`src/rtl/frac_mac_lane.sv`:
```
module frac_mac_lane #(
  parameter int OPW = 16,
  localparam int ACCW = 2 * OPW
) (
  input  logic                   clk,
  input  logic                   rst,
  input  logic                   in_vld,
  input  logic signed [OPW-1:0]  in_a,
  input  logic signed [OPW-1:0]  in_b,
  input  logic signed [ACCW-1:0] in_acc,
  output logic                   out_vld,
  output logic signed [ACCW-1:0] out_res,
  output logic                   out_ovf
);

  localparam logic [OPW-1:0]  OP_MIN  = {1'b1, {(OPW-1){1'b0}}};
  localparam logic [ACCW-1:0] ACC_MAX = {1'b0, {(ACCW-1){1'b1}}};
  localparam logic [ACCW-1:0] ACC_MIN = {1'b1, {(ACCW-1){1'b0}}};

  logic                   s1_vld, s2_vld;
  logic signed [OPW-1:0]  s1_a, s1_b;
  logic signed [ACCW-1:0] s1_acc, s2_acc, s2_prod;
  logic                   s2_ovf;

  // stage 1 -> 2: fractional multiply
  logic signed [ACCW-1:0] raw_prod;
  logic                   mul_sat;
  logic signed [ACCW-1:0] frac_prod;

  assign raw_prod  = s1_a * s1_b;
  assign mul_sat   = (s1_a == OP_MIN) && (s1_b == OP_MIN);
  assign frac_prod = mul_sat ? ACC_MAX : (raw_prod <<< 1);

  // stage 2 -> 3: saturating add
  logic signed [ACCW:0]   wide_sum;
  logic                   add_sat;
  logic signed [ACCW-1:0] sat_sum;

  assign wide_sum = {s2_acc[ACCW-1], s2_acc} + {s2_prod[ACCW-1], s2_prod};
  assign add_sat  = wide_sum[ACCW] ^ wide_sum[ACCW-1];
  assign sat_sum  = add_sat ? (wide_sum[ACCW] ? ACC_MIN : ACC_MAX) : wide_sum[ACCW-1:0];

  always_ff @(posedge clk) begin
    if (rst) begin
      s1_vld  <= 1'b0;
      s2_vld  <= 1'b0;
      out_vld <= 1'b0;
    end else begin
      s1_vld  <= in_vld;
      s2_vld  <= s1_vld;
      out_vld <= s2_vld;
    end
  end

  always_ff @(posedge clk) begin
    s1_a    <= in_a;
    s1_b    <= in_b;
    s1_acc  <= in_acc;
    s2_prod <= frac_prod;
    s2_acc  <= s1_acc;
    s2_ovf  <= mul_sat;
    out_res <= sat_sum;
    out_ovf <= s2_ovf | add_sat;
  end

  logic [1:0] age;
  always_ff @(posedge clk) begin
    if (rst) age <= '0;
    else if (age != 2'd3) age <= age + 2'd1;
  end

  AST_LATENCY: assert property (@(posedge clk) disable iff (rst)
    (age == 2'd3) |-> (out_vld == $past(in_vld, 3)));

  AST_MUL_CORNER: assert property (@(posedge clk) disable iff (rst)
    (s1_vld && s1_a == OP_MIN && s1_b == OP_MIN) |=> (s2_prod == ACC_MAX && s2_ovf));

  AST_OVF_CARRY: assert property (@(posedge clk) disable iff (rst)
    (s2_vld && s2_ovf) |=> (out_vld && out_ovf));

  AST_NO_POS_WRAP: assert property (@(posedge clk) disable iff (rst)
    (s2_vld && !s2_acc[ACCW-1] && !s2_prod[ACCW-1]) |=> !out_res[ACCW-1]);

  AST_NO_NEG_WRAP: assert property (@(posedge clk) disable iff (rst)
    (s2_vld && s2_acc[ACCW-1] && s2_prod[ACCW-1]) |=> out_res[ACCW-1]);

  AST_RESET_FLUSH: assert property (@(posedge clk)
    rst |=> !out_vld);

endmodule

```
`config.mk`:
```
export PLATFORM = sky130hd
export DESIGN_NAME = frac_mac_lane
export DESIGN_NICKNAME = d
export VERILOG_FILES = /design/src/rtl/frac_mac_lane.sv
export SDC_FILE = /design/constraint.sdc
export NUM_CORES = 1
export LEC_CHECK = 0
export BUFFER_PORTS_ARGS = -buffer_cell sky130_fd_sc_hd__buf_2
export CORE_MARGIN = 2
export CORE_UTILIZATION = 50
export CTS_BUF_LIST = sky130_fd_sc_hd__clkbuf_16
export CTS_CLUSTER_DIAMETER = 30
export DETAILED_ROUTE_END_ITERATION = 10
export PLACE_DENSITY_LB_ADDON = 0.25
export SYNTH_ARGS = -nofsm -noshare
export SYNTH_HDL_FRONTEND = slang
export SYNTH_SLANG_ARGS = --single-unit
```
`constraint.sdc`:
```
create_clock -name clk -period 6.37 [get_ports clk]
set_input_delay 1.274 -clock clk [delete_from_list [all_inputs] [get_ports clk]]
set_output_delay 1.274 -clock clk [all_outputs]
set_load 0.01 [all_outputs]
```
## Yosys cells after proc, flatten, opt, wreduce, memory -nomap -nowiden

Cells that the tools add are included.

- Equal/unequal tests: 2
- Muxes and demuxes: 3
- Multipliers: 1
- Add/subtract/negate cells: 1
- Bitwise logic cells: 2
- Reduce and logical (&&, ||, !) cells: 1

Operators by type and width:

| cell | number |
|---|---|
| $mux 32 | 2 |
| $add 32x32->33 | 1 |
| $eq 16x16->1 const B | 2 |
| $mul 16x16->31 | 1 |
| $logic_and 1x1->1 | 1 |
| $mux 1 | 1 |
| $or 1x1->1 | 1 |
| $xor 1x1->1 | 1 |

- Output and inout bits: 34
- Word-level logic and storage cells: 22
- Register bits after elaboration: 165

## Depth between registers and ports, before layout

Gate-level depths: netlist of the first run.

- Word-level depth: 3
- Gate-level depth with buffers: 24
- Mapped depth without buffers: 22

## Worst setup path after synthesis of the first run

OpenSTA, ideal clock, no wires.

- Path type: reg-to-reg
- Start point: register s1_a[15]
- End point: register s2_prod[29]
- Required time: 6.256 ns
- Arrival: 5.909 ns
- Slack: 0.347 ns
- Stages on the path, launching flop included: 22
- Path through: dfxtp_1 > clkbuf_1 > clkbuf_1 > nand2_1 > inv_1 > fa_1 > inv_1 > fa_1 > inv_1 > fa_1 > fa_1 > fa_1 > inv_1 > fa_1 > inv_1 > ha_1 > a2111oi_0 > o221ai_1 > o2111ai_1 > a21boi_0 > or3_1 > a21o_1

- Word-level cells in the longest chain between the ends: 2
- Elaborated cells between the ends (all ways): 3
- Classes of those cells: mul: 1; eq/ne: 1; reduce/logical: 1

RTL lines:

| what | line | source |
|---|---|---|
| start, declared | 21 | `logic signed [OPW-1:0] s1_a, s1_b;` |
| start signal, assigned | 56 | `s1_a <= in_a;` |
| branches (longest 2 deep; another with $mul 16x16->31) | -- |  |
| end signal, assigned | 59 | `s2_prod <= frac_prod;` |
| end, declared | 22 | `logic signed [ACCW-1:0] s1_acc, s2_acc, s2_prod;` |

Parallel ways; which one is timed is not known.
A chain may end at the register's enable or synchronous reset.

## Worst setup path in the final report of the first run

- Start point: register s1_b[7]
- End point: register s2_prod[29]

- Word-level cells in the longest chain between the ends: 2
- Elaborated cells between the ends (all ways): 3
- Classes of those cells: mul: 1; eq/ne: 1; reduce/logical: 1

RTL lines:

| what | line | source |
|---|---|---|
| start, declared | 21 |  |
| start signal, assigned | 57 | `s1_b <= in_b;` |
| branches (longest 2 deep; another with $mul 16x16->31) | -- |  |

Parallel ways; which one is timed is not known.

==> results of run 1 <==
[cells in the final DEF (no fill, tap or decap), types with 6 or more instances in the layout]
| cell type | count |
|---|---|
| sky130_fd_sc_hd__o21a_1 | 14 |
| sky130_fd_sc_hd__buf_4 | 49 |
| sky130_fd_sc_hd__nor2_1 | 50 |
| sky130_fd_sc_hd__nor4_1 | 9 |
| sky130_fd_sc_hd__nor2b_1 | 6 |
| sky130_fd_sc_hd__o21bai_1 | 6 |
| sky130_fd_sc_hd__a211oi_1 | 11 |
| sky130_fd_sc_hd__buf_2 | 100 |
| sky130_fd_sc_hd__dfxtp_2 | 22 |
| sky130_fd_sc_hd__a21oi_1 | 44 |
| sky130_fd_sc_hd__nand2_1 | 178 |
| sky130_fd_sc_hd__fa_1 | 256 |
| sky130_fd_sc_hd__a21o_1 | 20 |
| sky130_fd_sc_hd__o21ai_0 | 53 |
| sky130_fd_sc_hd__a31oi_1 | 7 |
| sky130_fd_sc_hd__dfxtp_1 | 141 |
| sky130_fd_sc_hd__clkbuf_16 | 17 |
| sky130_fd_sc_hd__maj3_1 | 9 |
| sky130_fd_sc_hd__nor3_1 | 6 |
| sky130_fd_sc_hd__inv_1 | 301 |
| sky130_fd_sc_hd__nand2b_1 | 13 |
| sky130_fd_sc_hd__ha_1 | 112 |
| sky130_fd_sc_hd__xnor2_1 | 42 |
| sky130_fd_sc_hd__xor2_1 | 17 |
| sky130_fd_sc_hd__and2_1 | 120 |
| sky130_fd_sc_hd__nand4_1 | 7 |
| sky130_fd_sc_hd__nand3_1 | 12 |
[state kept, by name (all words and copies together) (netlist names)]
signal / flops
out_res: 32
s1_acc: 32
s2_acc: 32
s2_prod: 32
s1_a: 16
s1_b: 16
out_ovf: 1
out_vld: 1
s1_vld: 1
s2_vld: 1
[layout make-up]
class | count | share of cell area, %
Sequential cell | 164 | 19.6
Multi-Input combinational cell | 1056 | 62.0
Clock buffer | 17 | 2.51
Tap cell | 390 | 2.88
Clock inverter | 15 | 1.17
Inverter | 301 | 6.67
Timing Repair Buffer | 150 | 5.19
[per-stage QoR]
step,setup slack [ps],area (sq um),utilization [%],cells
6_report,374,16900,57.0,2093
5_1_grt,-5.78,16900,57.0,2093
4_1_cts,24.5,16900,56.9,2093
3_5_place_dp,37.5,16300,54.8,2061
3_3_place_gp,166,16300,54.8,2061
2_1_floorplan,347,15100,-,1575
[cells by family (layout without fill, tap and decap cells)]
kind of cell / count (synthesis) / count (layout) / share of synthesized area [%]
AOI/OAI and AO/OA: 197 / 197 / 8.48
xor gates and xnor gates: 59 / 59 / 3.42
adders and majority gates: 378 / 378 / 43.9
buffers and inverters: 355 / 483 / 8.85
DFF: 164 / 164 / 21.7
muxes: 1 / 1 / 0.0662
and+or+nand+nor: 421 / 421 / 13.6
[metal layers]
metal,vias up,global-route usage (%)
met2,312,37.3
li1,5106,-
met1,5099,30.7
met5,-,0
met3,28,5.06
met4,0,6.01
[worst max-delay path by stage]
stage | end | slack (ps)
after CTS | s2_prod[29]$_SDFF_PP1_ | 20
after detailed placement | s2_prod[29]$_SDFF_PP1_ | 40
after floorplan | s2_prod[29]$_SDFF_PP1_ | 350
after global routing | s2_prod[29]$_SDFF_PP1_ | -6
after global placement | s2_prod[29]$_SDFF_PP1_ | 170
final | s2_prod[29]$_SDFF_PP1_ | 370
==> run metrics, run 1 <==
outcome finished clean; number of remaining DRC errors 0; Resized Gates After CTS 0; number of rows in the core area 63; top area cells in the synthesized netlist sky130_fd_sc_hd__fa_1, sky130_fd_sc_hd__dfxtp_1, sky130_fd_sc_hd__ha_1; overall fraction of global-route tracks in use 22.8%; overall overflow remaining after global route 0; initial antenna violation count 0; delay contributed by the slowest stage of the critical path 580 ps; Cells after Synth 1575; hold violation count in the final report 0; fillcell total 2627; H-tree levels 4; largest delay contributor family on the critical path adder cells; I/O pin total 101; drt wl/cell 16.1 um; number of search-and-repair iterations in the first detailed-routing pass 5; synthesized netlist net count 2011; height of the die 178 um; number of synthesized flops with an enable pin 0; share of the synthesized area in the top cell type 34.0%; critical-path cell list nand2_1, fa_1, inv_1, fa_1, fa_1, fa_1, fa_1, inv_1, fa_1, inv_1, ha_1, inv_1, o21ai_0, a2111oi_2, o221ai_1, o2111ai_1, a21boi_0, or3_1, a21o_1; portion of the post-synthesis area used by sequential elements 21.7%; Yosys Warn Count 0; vias in the first global route 11379; Max Freq 167 MHz; slowest CP cell sky130_fd_sc_hd__fa_1; count of buffers inserted at the top-level ports 100; final WL 33600 um; max cap viols 0; via-per-instance ratio 5.04; most used standard cells in the synthesized netlist sky130_fd_sc_hd__inv_1, sky130_fd_sc_hd__fa_1, sky130_fd_sc_hd__nand2_1, sky130_fd_sc_hd__dfxtp_1, sky130_fd_sc_hd__and2_1; number of nets in the final layout 2126; number of storage elements in the synthesis netlist 164; number of buffer and inverter instances along the worst setup path 4; routed wl met2 15400 um; Post-CTS Repair Setup Buffers 0; signal arrival time at the worst endpoint 6340 ps; detailed router's first-iteration violation count 527; area taken by multi-input logic gates 10500 sq um; Die Area 31600 sq um; maximum number of buffers from clock root to sink 2; minimum period implied by the final worst setup slack 6000 ps; Crit. Startpoint s1_b[7]$_DFF_P_; relative slew slack 26.5%; minimum hold slack 323 ps; count of clock tree sinks 164; Max Slew Vio Count 0; kind of start point of the critical path register; number of buffers created by CTS 17; reg2reg start s1_b[7]$_DFF_P_; transition time of the tightest slew-check pin 1100 ps; maximum number of pins on one net before global-route repair 24; starting density of the core 50.9%; average footprint of a synthesized cell 9.60 sq um; total number of vias 10545; dpl hpwl 27900 um; routed length on met1 15500 um; r2r setup slk 370 ps; clock transition at the registers of the reported paths 70 ps; area used by sequential logic in the layout 3310 sq um; nature of the critical path endpoint register; top layer reached by signal wires met4; weighted congestion reported at the end of routability-driven placement 0.885; fraction of final layout cells with drive strength greater than 1 12.7%; share of synthesized registers carrying an async set or reset 0%; Max Fanout on Critical Path 15; cell type with the largest total area after synthesis sky130_fd_sc_hd__fa_1; Syn-to-layout area delta 12.1%; Fin Setup TNS 0 ps; Core Box Area 29700 sq um; library cell used as clock root buffer sky130_fd_sc_hd__clkbuf_16; Detail Route Antenna Nets 0; class of the tightest hold or removal check reg2reg; data required time of the critical path 6710 ps; Setup-failing EPs final 0; met3 wirelength from detailed routing 2260 um; cell area after technology mapping 15100 sq um; hold buffer count at CTS 0; distinct cell type count after synthesis 56; share of the cycle needed by the critical path after routing 94.1%; final clock skew 12.1 ps; global-route wire length before repair 55900 um; Clk Latency, worst-skew pair 450 ps; Hold Path End s2_acc[3]$_DFF_P_; reg-to-reg endpoint s2_prod[29]$_SDFF_PP1_; clock tree from TritonCTS done; Reg2Reg Depth 19; most used standard cell by instance count after synthesis sky130_fd_sc_hd__inv_1; antenna diode instance count 0; chip width 178 um; number of cells traversed by the worst hold path 0; critical path depth in cells 19; category of the most critical setup path reg2reg; start point of the worst min-delay path s1_acc[3]$_DFF_P_; Worst path most repeated cell sky130_fd_sc_hd__fa_1; top flip-flop cell by instance count after synthesis sky130_fd_sc_hd__dfxtp_1
Power of run 1 is not shown: default switching activity piles up to over one toggle a cycle in this logic, so the estimate is an artifact.
==> inputs of run 2 (changes only) <==
Settings changed: ABC_AREA set to 1.
Clock period 6.37 ns to 5.1 ns, I/O delays scaled along.
==> run 2 against run 1 <==
Against the previous run:
- the flow now finishes with violations (negative setup slack)
- fmax increased by 13%
- synthesized area increased by 10%
- die area is 10% higher
- core utilization up 7.5 points
- routed wire length up 29%
- clock skew fell by 2.6 ps
- non-clock buffer count increased by 172
- worst setup slack got worse by 560 ps
- count of clock-buffer cells in the layout stayed put
- via count rose by 34%
- hold slack gained 6.1 ps
- global-route usage is 2.8 points higher
- critical endpoint is now s2_prod[30]$_SDFF_PP1_
- highest routed layer unchanged
==> run metrics, run 2 <==
outcome finished with violations; violated checks negative setup slack; most used cells in the layout excluding fill and tap cells sky130_fd_sc_hd__nand2_1, sky130_fd_sc_hd__inv_1, sky130_fd_sc_hd__fa_1, sky130_fd_sc_hd__buf_4, sky130_fd_sc_hd__dfxtp_1; total number of vias 14093; global-route wire length before repair 71200 um; overall fraction of global-route tracks in use 25.6%; reg-to-reg endpoint s2_prod[30]$_SDFF_PP1_; cell type with the largest total area after synthesis sky130_fd_sc_hd__fa_1; area taken by multi-input logic gates 12100 sq um; Die Area 34800 sq um; minimum hold slack 329 ps; most used standard cells in the synthesized netlist sky130_fd_sc_hd__nand2_1, sky130_fd_sc_hd__inv_1, sky130_fd_sc_hd__fa_1, sky130_fd_sc_hd__dfxtp_1, sky130_fd_sc_hd__ha_1; count of buffers inserted at the top-level ports 100; relative slew slack 63.3%; number of remaining DRC errors 0; Setup-failing EPs final 7; RSZ-0062 raised after global routing true; Worst path most repeated cell sky130_fd_sc_hd__fa_1; Max Slew Vio Count 0; fillcell total 2790; hold violation count in the final report 0; weighted congestion reported at the end of routability-driven placement 0.920; share of synthesized registers carrying an async set or reset 0%; nature of the critical path endpoint register; number of nets in the final layout 2859; top flip-flop cell by instance count after synthesis sky130_fd_sc_hd__dfxtp_1; number of search-and-repair iterations in the first detailed-routing pass 5; dpl hpwl 35200 um; synthesized netlist net count 2589; share of the cycle needed by the critical path after routing 104%; category of the most critical setup path reg2reg; starting density of the core 51.0%; data required time of the critical path 5430 ps; Hold Path End s2_acc[0]$_DFF_P_; maximum number of buffers from clock root to sink 2; reg2reg start s1_a[15]$_DFF_P_; smallest setup slack after layout -186 ps; count of clock tree sinks 164; r2r setup slk -190 ps; number of cells traversed by the worst hold path 0; Syn-to-layout area delta 26.5%; number of rows in the core area 66; class of the tightest hold or removal check reg2reg; maximum number of pins on one net before global-route repair 33; H-tree levels 4; max cap viols 0; top area cells in the synthesized netlist sky130_fd_sc_hd__fa_1, sky130_fd_sc_hd__dfxtp_1, sky130_fd_sc_hd__nand2_1; delay contributed by the slowest stage of the critical path 550 ps; height of the die 187 um; Placement Setup Slack -516 ps; share of the synthesized area in the top cell type 30.8%; Core Box Area 32700 sq um; most used standard cell by instance count after synthesis sky130_fd_sc_hd__nand2_1; overall overflow remaining after global route 0; slowest CP cell sky130_fd_sc_hd__fa_2; number of buffer and inverter instances along the worst setup path 8; antenna diode instance count 0; library cell used as clock root buffer sky130_fd_sc_hd__clkbuf_16; leading cell type in the layout, fill and taps excluded sky130_fd_sc_hd__nand2_1; portion of the post-synthesis area used by sequential elements 19.7%; chip width 187 um; largest delay contributor family on the critical path adder cells; fraction of final layout cells with drive strength greater than 1 26.7%; signal arrival time at the worst endpoint 5610 ps; number of buffers created by CTS 17; critical-path cell list buf_6, buf_4, nand2_1, fa_1, inv_2, buf_4, fa_1, inv_1, fa_2, inv_1, fa_1, fa_1, fa_1, ha_4, nand2_4, nor3_4, buf_4, buf_4, a21oi_2, nand3_1, nand2_1, nand3_2; hold buffer count at CTS 0; cell area after technology mapping 16700 sq um; Clk Latency, worst-skew pair 460 ps; kind of start point of the critical path register; final WL 43500 um; drt wl/cell 15.1 um; Detail Route Antenna Nets 0; I/O pin total 101; average footprint of a synthesized cell 7.75 sq um; transition time of the tightest slew-check pin 549 ps; clock transition at the registers of the reported paths 70 ps; via-per-instance ratio 4.90; vias in the first global route 14726; Yosys Warn Count 0; Cells after Synth 2153; Max Fanout on Critical Path 8; number of storage elements in the synthesis netlist 164; distinct cell type count after synthesis 41; minimum period implied by the final worst setup slack 5290 ps; clock tree from TritonCTS done; area used by sequential logic in the layout 3370 sq um; start point of the worst min-delay path s1_acc[0]$_DFF_P_; detailed router's first-iteration violation count 709; final clock skew 9.53 ps; Max Freq 189 MHz; Reg2Reg Depth 22; initial antenna violation count 0; number of synthesized flops with an enable pin 0
[run 2: cell count changes after synthesis, sizes merged, moves of 13 or more]
cell / delta
inv: +238
nand3: +66
nand4: +15
o21ai: -36
nor2: +46
xnor2: -34
nand2b: -13
o21a: -14
a21o: -16
and2: -119
nand2: +454
[run 2: layer usage]
metal	GRT usage, %	part of all wire [%]	vias to the layer above
met1	31.1	42	6710
met3	3.82	4.7	109
met4	10.6	3.8	0
met5	0	0	-
met2	45.2	49	431
li1	-	-	6843
[run 2: timing repair]
action | in CTS | in global routing
setup buffers | 39 | 17
setup endpoints to repair | 21 | 22
pin swaps | 63 | 94
gates resized for setup | 181 | 177
gates cloned | 2 | 0
[run 2: worst max-delay path by stage]
stage / endpoint / from / depth (start not counted)
after floorplan: s2_prod[30]$_SDFF_PP1_ / s1_a[15]$_DFF_P_ / 22
after global placement: s2_prod[26]$_SDFF_PP1_ / s1_a[11]$_DFF_P_ / 20
after detailed placement: s2_prod[26]$_SDFF_PP1_ / s1_b[7]$_DFF_P_ / 17
after CTS: s2_prod[31]$_SDFF_PP0_ / s1_a[15]$_DFF_P_ / 21
after global routing: s2_prod[31]$_SDFF_PP0_ / s1_a[8]$_DFF_P_ / 24
final: s2_prod[30]$_SDFF_PP1_ / s1_a[15]$_DFF_P_ / 22
[run 2: metrics by stage]
step	area [sq um]	cells	util [%]	TNS [ps]
after global placement	18900	2792	57.8	-6330
after CTS	20400	2862	62.3	-535
after floorplan	16800	2153	-	-240
final	21100	2878	64.5	-592
after global routing	21100	2878	64.5	-2930
after detailed placement	18900	2792	57.8	-7080
[run 2: cell families (layout without fill, tap and decap cells)]
kind of cell | count (synthesis) | count (layout) | share of synthesized area, %
compound gates | 99 | 99 | 3.38
xor+xnor | 26 | 26 | 1.37
fa+ha+maj | 369 | 369 | 39.2
buf+inv | 610 | 893 | 14.1
flops | 164 | 164 | 19.7
simple gates | 885 | 885 | 22.3
[run 2: layout make-up]
type / count / area share, %
Sequential cell: 164 / 16.0
Multi-Input combinational cell: 1379 / 57.5
Clock buffer: 17 / 2.02
Tap cell: 442 / 2.62
Inverter: 539 / 9.63
Timing Repair Buffer: 322 / 11.5
Clock inverter: 15 / 0.735
[run 2: worst register-to-register path, stage by stage (launching register included)]
cell and delay [ps]:
sky130_fd_sc_hd__dfxtp_4 430, sky130_fd_sc_hd__buf_6 160, sky130_fd_sc_hd__buf_4 120, sky130_fd_sc_hd__nand2_1 50
sky130_fd_sc_hd__fa_1 510, sky130_fd_sc_hd__inv_2 80, sky130_fd_sc_hd__buf_4 140, sky130_fd_sc_hd__fa_1 480
sky130_fd_sc_hd__inv_1 60, sky130_fd_sc_hd__fa_2 550, sky130_fd_sc_hd__inv_1 50, sky130_fd_sc_hd__fa_1 460
sky130_fd_sc_hd__fa_1 530, sky130_fd_sc_hd__fa_1 460, sky130_fd_sc_hd__ha_4 300, sky130_fd_sc_hd__nand2_4 110
sky130_fd_sc_hd__nor3_4 50, sky130_fd_sc_hd__buf_4 120, sky130_fd_sc_hd__buf_4 120, sky130_fd_sc_hd__a21oi_2 160
sky130_fd_sc_hd__nand3_1 90, sky130_fd_sc_hd__nand2_1 70, sky130_fd_sc_hd__nand3_2 70
Power of run 2 is left out for the same reason.
